File: src/rtl/flash_cmd_pkg.sv
package flash_cmd_pkg;

    localparam int ADDR_W = 19;
    localparam int DATA_W = 8;
    localparam int CMD_AW = 15;
    localparam int SECT_W = 3;
    localparam int OFS_W  = 8;

    localparam logic [CMD_AW-1:0] UNLK_ADDR_A = 15'h5555;
    localparam logic [CMD_AW-1:0] UNLK_ADDR_B = 15'h2AAA;
    localparam logic [DATA_W-1:0] UNLK_DATA_A = 8'hAA;
    localparam logic [DATA_W-1:0] UNLK_DATA_B = 8'h55;

    localparam logic [DATA_W-1:0] CODE_PROG  = 8'hA0;
    localparam logic [DATA_W-1:0] CODE_ERASE = 8'h80;
    localparam logic [DATA_W-1:0] CODE_IDENT = 8'h90;
    localparam logic [DATA_W-1:0] CODE_RESET = 8'hF0;
    localparam logic [DATA_W-1:0] CODE_CHIP  = 8'h10;
    localparam logic [DATA_W-1:0] CODE_SECT  = 8'h30;

    localparam logic [OFS_W-1:0] OFS_MAKER = 8'h00;
    localparam logic [OFS_W-1:0] OFS_DEV   = 8'h01;
    localparam logic [OFS_W-1:0] OFS_PROT  = 8'h02;

    typedef enum logic [2:0] {
        SQ_IDLE,
        SQ_U1,
        SQ_U2,
        SQ_PROG,
        SQ_ERS,
        SQ_EU1,
        SQ_EU2
    } seq_e;

    typedef struct packed {
        logic              rise;
        logic [ADDR_W-1:0] addr;
        logic [DATA_W-1:0] data;
    } wr_evt_t;

    typedef struct packed {
        logic              prog;
        logic              chip;
        logic              sect;
        logic [ADDR_W-1:0] addr;
        logic [DATA_W-1:0] data;
    } op_req_t;

    function automatic logic cyc_match(input logic [ADDR_W-1:0] a,
                                       input logic [DATA_W-1:0] d,
                                       input logic [CMD_AW-1:0] ea,
                                       input logic [DATA_W-1:0] ed);
        return (a[CMD_AW-1:0] == ea) && (d == ed);
    endfunction

    function automatic logic [SECT_W-1:0] sect_of(input logic [ADDR_W-1:0] a);
        return a[ADDR_W-1 -: SECT_W];
    endfunction

endpackage

File: src/rtl/fl_bus_strobe.sv
module fl_bus_strobe
    import flash_cmd_pkg::*;
(
    input  logic              clk,
    input  logic              rst,
    input  logic              ce_n,
    input  logic              we_n,
    input  logic [ADDR_W-1:0] addr,
    input  logic [DATA_W-1:0] din,
    output wr_evt_t           evt
);
    logic              we_q;
    logic              armed;
    logic [ADDR_W-1:0] addr_lat;
    logic              fall;
    logic              rise;

    assign fall = we_q && !we_n && !ce_n;
    assign rise = !we_q && we_n && armed && !ce_n;

    always_ff @(posedge clk) begin
        if (rst) begin
            we_q     <= 1'b1;
            armed    <= 1'b0;
            addr_lat <= '0;
        end else begin
            we_q <= we_n;
            if (fall) begin
                armed    <= 1'b1;
                addr_lat <= addr;
            end else if (we_n && !we_q) begin
                armed <= 1'b0;
            end
        end
    end

    always_comb begin
        evt.rise = rise;
        evt.addr = addr_lat;
        evt.data = din;
    end
endmodule

File: src/rtl/fl_cmd_seq.sv
module fl_cmd_seq
    import flash_cmd_pkg::*;
(
    input  logic    clk,
    input  logic    rst,
    input  wr_evt_t evt,
    output logic    ident_mode,
    output op_req_t req
);
    seq_e state, nxt_state;
    logic nxt_ident;
    logic at_cmd_addr;
    logic unlock_a;
    logic unlock_b;

    assign at_cmd_addr = (evt.addr[CMD_AW-1:0] == UNLK_ADDR_A);
    assign unlock_a    = cyc_match(evt.addr, evt.data, UNLK_ADDR_A, UNLK_DATA_A);
    assign unlock_b    = cyc_match(evt.addr, evt.data, UNLK_ADDR_B, UNLK_DATA_B);

    always_comb begin
        nxt_state = state;
        nxt_ident = ident_mode;
        req       = '0;
        req.addr  = evt.addr;
        req.data  = evt.data;
        if (evt.rise) begin
            if (state == SQ_PROG) begin
                req.prog  = 1'b1;
                nxt_state = SQ_IDLE;
            end else if (evt.data == CODE_RESET) begin
                nxt_state = SQ_IDLE;
                nxt_ident = 1'b0;
            end else begin
                unique case (state)
                    SQ_IDLE: nxt_state = unlock_a ? SQ_U1 : SQ_IDLE;
                    SQ_U1:   nxt_state = unlock_b ? SQ_U2 : SQ_IDLE;
                    SQ_U2: begin
                        nxt_state = SQ_IDLE;
                        if (at_cmd_addr) begin
                            if (evt.data == CODE_PROG)       nxt_state = SQ_PROG;
                            else if (evt.data == CODE_ERASE) nxt_state = SQ_ERS;
                            else if (evt.data == CODE_IDENT) nxt_ident = 1'b1;
                        end
                    end
                    SQ_ERS:  nxt_state = unlock_a ? SQ_EU1 : SQ_IDLE;
                    SQ_EU1:  nxt_state = unlock_b ? SQ_EU2 : SQ_IDLE;
                    SQ_EU2: begin
                        nxt_state = SQ_IDLE;
                        if (at_cmd_addr && evt.data == CODE_CHIP) req.chip = 1'b1;
                        else if (evt.data == CODE_SECT)           req.sect = 1'b1;
                    end
                    default: nxt_state = SQ_IDLE;
                endcase
            end
        end
    end

    always_ff @(posedge clk) begin
        if (rst) begin
            state      <= SQ_IDLE;
            ident_mode <= 1'b0;
        end else begin
            state      <= nxt_state;
            ident_mode <= nxt_ident;
        end
    end
endmodule

File: src/rtl/fl_array_model.sv
module fl_array_model
    import flash_cmd_pkg::*;
#(
    parameter int                      WORD_BITS = 3,
    parameter logic [(1<<SECT_W)-1:0]  PROT_MASK = 8'b0010_0100
) (
    input  logic              clk,
    input  logic              rst,
    input  op_req_t           req,
    input  logic [ADDR_W-1:0] rd_addr,
    output logic [DATA_W-1:0] rd_data
);
    localparam int IDX_W   = SECT_W + WORD_BITS;
    localparam int ENTRIES = 1 << IDX_W;

    logic [DATA_W-1:0] mem [ENTRIES];
    logic [IDX_W-1:0]  wr_idx;
    logic [IDX_W-1:0]  rd_idx;
    logic [SECT_W-1:0] ers_sect;

    assign wr_idx   = {sect_of(req.addr), req.addr[WORD_BITS-1:0]};
    assign rd_idx   = {sect_of(rd_addr), rd_addr[WORD_BITS-1:0]};
    assign ers_sect = sect_of(req.addr);
    assign rd_data  = mem[rd_idx];

    for (genvar i = 0; i < ENTRIES; i++) begin : g_cell
        localparam logic [SECT_W-1:0] CELL_SECT = SECT_W'(i >> WORD_BITS);
        localparam logic              CELL_PROT = PROT_MASK[i >> WORD_BITS];
        always_ff @(posedge clk) begin
            if (rst) begin
                mem[i] <= '1;
            end else if (!CELL_PROT) begin
                if (req.chip || (req.sect && ers_sect == CELL_SECT))
                    mem[i] <= '1;
                else if (req.prog && wr_idx == IDX_W'(i))
                    mem[i] <= mem[i] & req.data;
            end
        end
    end
endmodule

File: src/rtl/fl_read_path.sv
module fl_read_path
    import flash_cmd_pkg::*;
#(
    parameter logic [(1<<SECT_W)-1:0] PROT_MASK  = 8'b0010_0100,
    parameter logic [DATA_W-1:0]      MAKER_CODE = 8'hAD,
    parameter logic [DATA_W-1:0]      DEV_CODE   = 8'h40
) (
    input  logic              clk,
    input  logic              rst,
    input  logic              ce_n,
    input  logic              oe_n,
    input  logic              ident_mode,
    input  logic [SECT_W-1:0] rd_sect,
    input  logic [OFS_W-1:0]  rd_ofs,
    input  logic [DATA_W-1:0] arr_data,
    output logic [DATA_W-1:0] dq_out,
    output logic              dq_oe
);
    logic [DATA_W-1:0] id_val;
    logic              drive;

    assign drive = !ce_n && !oe_n;

    always_comb begin
        unique case (rd_ofs)
            OFS_MAKER: id_val = MAKER_CODE;
            OFS_DEV:   id_val = DEV_CODE;
            OFS_PROT:  id_val = {{(DATA_W-1){1'b0}}, PROT_MASK[rd_sect]};
            default:   id_val = '0;
        endcase
    end

    always_ff @(posedge clk) begin
        if (rst) begin
            dq_oe  <= 1'b0;
            dq_out <= '0;
        end else begin
            dq_oe  <= drive;
            dq_out <= drive ? (ident_mode ? id_val : arr_data) : '0;
        end
    end
endmodule

File: src/rtl/flash_cmd_decoder.sv
module flash_cmd_decoder
    import flash_cmd_pkg::*;
#(
    parameter int                     WORD_BITS  = 3,
    parameter logic [(1<<SECT_W)-1:0] PROT_MASK  = 8'b0010_0100,
    parameter logic [DATA_W-1:0]      MAKER_CODE = 8'hAD,
    parameter logic [DATA_W-1:0]      DEV_CODE   = 8'h40
) (
    input  logic              clk,
    input  logic              rst,
    input  logic              ce_n,
    input  logic              we_n,
    input  logic              oe_n,
    input  logic [ADDR_W-1:0] addr,
    input  logic [DATA_W-1:0] dq_in,
    output logic [DATA_W-1:0] dq_out,
    output logic              dq_oe,
    output logic              op_prog,
    output logic              op_chip_erase,
    output logic              op_sect_erase,
    output logic [ADDR_W-1:0] op_addr,
    output logic [DATA_W-1:0] op_data
);
    wr_evt_t           evt;
    op_req_t           req;
    logic              ident_mode;
    logic [DATA_W-1:0] arr_data;

    fl_bus_strobe u_strobe (
        .clk  (clk),
        .rst  (rst),
        .ce_n (ce_n),
        .we_n (we_n),
        .addr (addr),
        .din  (dq_in),
        .evt  (evt)
    );

    fl_cmd_seq u_seq (
        .clk        (clk),
        .rst        (rst),
        .evt        (evt),
        .ident_mode (ident_mode),
        .req        (req)
    );

    fl_array_model #(
        .WORD_BITS (WORD_BITS),
        .PROT_MASK (PROT_MASK)
    ) u_array (
        .clk     (clk),
        .rst     (rst),
        .req     (req),
        .rd_addr (addr),
        .rd_data (arr_data)
    );

    fl_read_path #(
        .PROT_MASK  (PROT_MASK),
        .MAKER_CODE (MAKER_CODE),
        .DEV_CODE   (DEV_CODE)
    ) u_read (
        .clk        (clk),
        .rst        (rst),
        .ce_n       (ce_n),
        .oe_n       (oe_n),
        .ident_mode (ident_mode),
        .rd_sect    (sect_of(addr)),
        .rd_ofs     (addr[OFS_W-1:0]),
        .arr_data   (arr_data),
        .dq_out     (dq_out),
        .dq_oe      (dq_oe)
    );

    always_ff @(posedge clk) begin
        if (rst) begin
            op_prog       <= 1'b0;
            op_chip_erase <= 1'b0;
            op_sect_erase <= 1'b0;
            op_addr       <= '0;
            op_data       <= '0;
        end else begin
            op_prog       <= req.prog;
            op_chip_erase <= req.chip;
            op_sect_erase <= req.sect;
            if (req.prog || req.chip || req.sect) begin
                op_addr <= req.addr;
                op_data <= req.data;
            end
        end
    end
endmodule

File: config.mk
export PLATFORM = sky130hd
export DESIGN_NAME = flash_cmd_decoder
export DESIGN_NICKNAME = d
export VERILOG_FILES = /design/src/rtl/flash_cmd_pkg.sv /design/src/rtl/fl_bus_strobe.sv /design/src/rtl/fl_cmd_seq.sv /design/src/rtl/fl_array_model.sv /design/src/rtl/fl_read_path.sv /design/src/rtl/flash_cmd_decoder.sv
export SDC_FILE = /design/constraint.sdc
export NUM_CORES = 1
export LEC_CHECK = 0
export BUFFER_PORTS_ARGS = -buffer_cell sky130_fd_sc_hd__buf_4
export CORE_MARGIN = 4
export CORE_UTILIZATION = 45
export DETAILED_ROUTE_END_ITERATION = 7
export SYNTH_ARGS = -nofsm -noshare
export SYNTH_HDL_FRONTEND = slang
export SYNTH_SLANG_ARGS = --single-unit
export TNS_END_PERCENT = 10
File: constraint.sdc
create_clock -name clk -period 8.1 [get_ports clk]
set_input_delay 0.405 -clock clk [delete_from_list [all_inputs] [get_ports clk]]
set_output_delay 0.405 -clock clk [all_outputs]
set_load 0.02 [all_outputs]
==> results.md <==
* Status: complete, no violations
* Num CTS Buffers at 49
* Initial Utilization at 45.6%
* Critical Path Sink Type: register
* Synth async-reset ratio at 0%
* Dominant synthesized flop cell: edfxtp_1
* DRT iter0 DRCs at 1460
* Site row count at 79
* Clk sinks at about 450
* Clock root buffer: clkbuf_16
* Nets at 1714
* Core footprint at between 0.04 and 0.05 mm2
* Post_cts resized at 0
* Hold Path Class: input pin to register
* Clock tree from TritonCTS: built
* Crit. Startpoint: we_n
* Chip height at about 230 um
* CTS H-tree lvls at 2
* CP delay by family, top: simple AND/OR/NAND/NOR gates
* GP Congestion at about 0.85
* Skew final at 0.0246 ns
* Worst VDD drop at about 0.22 mV
* Cells along the critical path: dlygate4sd3_1, buf_4, inv_1, or4b_4, or3_1, nor2_1, nand2_1, nand2_1
* Die width at roughly 230 um
* CP Class: input pin to register
* Largest net degree at the start of global routing at 90
* Mapped Nets at about 1700
* Hold buffer count at CTS at 2
* Layout Cells excl Fill at between 2000 and 2500
* Setup bufs post-CTS at 0
* Cell area power density at 220 mW/mm2
* Port bufs at 70
* Slew Limit Fails at 0
* Synthesized instance count at ~1700
* Worst path arrival time at 4.03 ns
* Total power draw at ~5200 uW
* Wire length per cell at between 20 and 30 um
* Number of global-route vias before repair at approximately 14000
* Leak pwr at ~0.0083 uW
* HPWL after DPL at 38300 um
* Final Hold Viols at 0
* TNS Setup at 0 ns
* Most common cell after layout, fill and taps aside: edfxtp_1
* FF+latch count, synth at approximately 450
* Setup crit end: u_array.mem[53][6]$_SDFFCE_PN1P_
* Total I/O pin count at 71
* Area grow syn2layout at 11.8%
* R2r startpoint: u_strobe.we_q$_SDFF_PP1_
* Number of synthesized flops with an enable pin at roughly 380
* Detailed-route via count at 14300
* Worst skew pair latency at roughly 0.60 ns
* WP buf/inv at 3
* Clk slew on worst S/H paths at 0.06 ns
* Delay of the slowest cell on the worst path at 0.91 ns
* MaxCap Viol Count at 0
* R2R cell count at 5
* Initial antenna violation count at 0
* Syn Area/Cell at between 10 and 15 um2
* CP most frequent cell: nand2_1
* GR Overflow Total at 0
* Most frequent cells in the layout: 384 x edfxtp_1, 370 x nand2_1, 264 x a21o_1
* Setup violators final at 0
* Critical path launch point type: input pin
* Max frequency at between 200 and 300 MHz
* Synth unique cells at between 50 and 60
* Remaining antenna violation count at 0
* Minimum clock period at 3.78 ns
* Yosys Warn Count at 0
* Clk buf depth at 3
* ANT cells at 0
* Die Area at 0.0508 mm2
* DR pass1 iterations at 5
* Vias per Instance at just over 6
* Worst path depth at 8
* Hold_ws at between 0.06 and 0.07 ns
* Share of cells above drive strength 1 at between 10% and 20%
* Post-layout util at 51.0%
* # DRC at 0
* Placed cell count at 2236
* Worst r2r dst: u_array.mem[53][6]$_SDFFCE_PN1P_
* Slew Limit Headroom at 15.7%
* CP max-delay cell: nor2_1
* Reg-to-reg slack, setup at between 4 and 5 ns
* Worst EP required at 8.35 ns
* Mapped cell area at roughly 0.021 mm2
* Fillers at roughly 4100
* Unrepaired setup endpoints after global routing: no
* Gr usage total at a little under a quarter
* Tcrit/Tclk final at a little under half
* First-pass GRT wire length at 89700 um
* Sequential share of the synthesized area at between 60% and 70%
* Worst-Margin Slew at roughly 1.3 ns
* Drt total wl at 59200 um
* Crit-path max FO at 11
[metal layers]
| layer | GRT usage, % | share of wire, % | vias up |
|---|---|---|---|
| met5 | 0 | 0 | - |
| met4 | 6.80 | 3.2 | 0 |
| li1 | - | - | 6258 |
| met3 | 3.86 | 7.5 | 115 |
| met1 | 34.0 | 44 | 7361 |
| met2 | 36.1 | 46 | 595 |
[cells in the mapped netlist, types with 5 or more instances]
| cell type | count | area (um2) |
|---|---|---|
| nand2_1 | 370 | 1390 |
| dfxtp_1 | 64 | 1280 |
| nand2b_1 | 68 | 425 |
| mux4_2 | 92 | 2070 |
| a221oi_1 | 10 | 87.6 |
| nor4_1 | 5 | 31.3 |
| mux2i_1 | 65 | 651 |
| a21oi_1 | 39 | 195 |
| a211oi_1 | 5 | 37.5 |
| buf_2 | 20 | 100 |
| nor3_1 | 12 | 60.1 |
| buf_1 | 10 | 37.5 |
| nor2b_1 | 5 | 31.3 |
| nor4bb_1 | 7 | 70.1 |
| a22oi_1 | 5 | 37.5 |
| o211ai_1 | 9 | 67.6 |
| edfxtp_1 | 384 | 11500 |
| o21ai_0 | 28 | 140 |
| nor2_1 | 30 | 113 |
| nand3_1 | 13 | 65.1 |
| clkbuf_1 | 84 | 315 |
| a21o_1 | 264 | 1980 |
[power breakdown]
| group | total, uW | internal (uW) | leakage [uW] | switching, uW |
|---|---|---|---|---|
| clock network | 2170 | 1230 | 0.000757 | 935 |
| registers | 2680 | 2610 | 0.00439 | 72.4 |
| logic | 377 | 138 | 0.00319 | 240 |
| total | 5220 | 3980 | 0.00834 | 1250 |
[through the flow]
| step | setup slack, ns | instance area (um2) |
|---|---|---|
| global placement | 4.32 | 22200 |
| floorplan | 5.01 | 21300 |
| global route | 4.17 | 23800 |
| CTS | 4.35 | 23800 |
| detailed placement | 4.25 | 22200 |
| finish | 4.32 | 23800 |
[logic make-up (layout without fill, tap and decap cells)]
logic type / count (synthesis) / count (layout) / synth area share [%]
mux: 158 / 158 / 12.9
flops: 448 / 448 / 60.3
buf+inv: 121 / 184 / 2.31
simple gates: 555 / 555 / 12.0
compound gates: 376 / 376 / 12.6
[area by class of cell]
| cell class | count | area, um2 | area share (%) |
|---|---|---|---|
| Clock inverter | 31 | 243 | 1.02 |
| Multi-Input combinational cell | 1089 | 7980 | 33.5 |
| Tap cell | 607 | 759 | 3.19 |
| Sequential cell | 448 | 12800 | 53.9 |
| Inverter | 5 | 18.8 | 0.0789 |
| Clock buffer | 59 | 1290 | 5.45 |
| Timing Repair Buffer | 89 | 677 | 2.85 |
[sequential cells by signal (all words and copies together), names as in the netlist]
name	cells
u_strobe.armed	1
op_chip_erase	1
op_data	8
u_strobe.we_q	1
u_read.dq_out	8
op_prog	1
op_addr	19
u_read.dq_oe	1
u_seq.state	3
u_strobe.addr_lat	19
u_seq.ident_mode	1
u_array.mem	384
op_sect_erase	1
[worst register-to-register path, delay by kind of cell (launching register included)]
family	cells	cell delay, ns
DFF	1	0.34
and+or+nand+nor	5	2.93
[worst min path at each step]
stage / depth (start not counted) / from / endpoint / slack (ns)
6_report: 2 / ce_n / u_read.dq_oe$_SDFF_PP0_ / 0.06
5_1_grt: 2 / ce_n / u_read.dq_oe$_SDFF_PP0_ / 0.05
4_1_cts: 2 / ce_n / u_read.dq_oe$_SDFF_PP0_ / 0.03
3_5_place_dp: 2 / u_strobe.addr_lat[15]$_SDFFE_PP0P_ / u_strobe.addr_lat[15]$_SDFFE_PP0P_ / 0.45
3_3_place_gp: 2 / u_strobe.addr_lat[15]$_SDFFE_PP0P_ / u_strobe.addr_lat[15]$_SDFFE_PP0P_ / 0.45
2_1_floorplan: 2 / u_strobe.addr_lat[15]$_SDFFE_PP0P_ / u_strobe.addr_lat[15]$_SDFFE_PP0P_ / 0.44
Note: power is estimated with default switching activity, not from simulation.
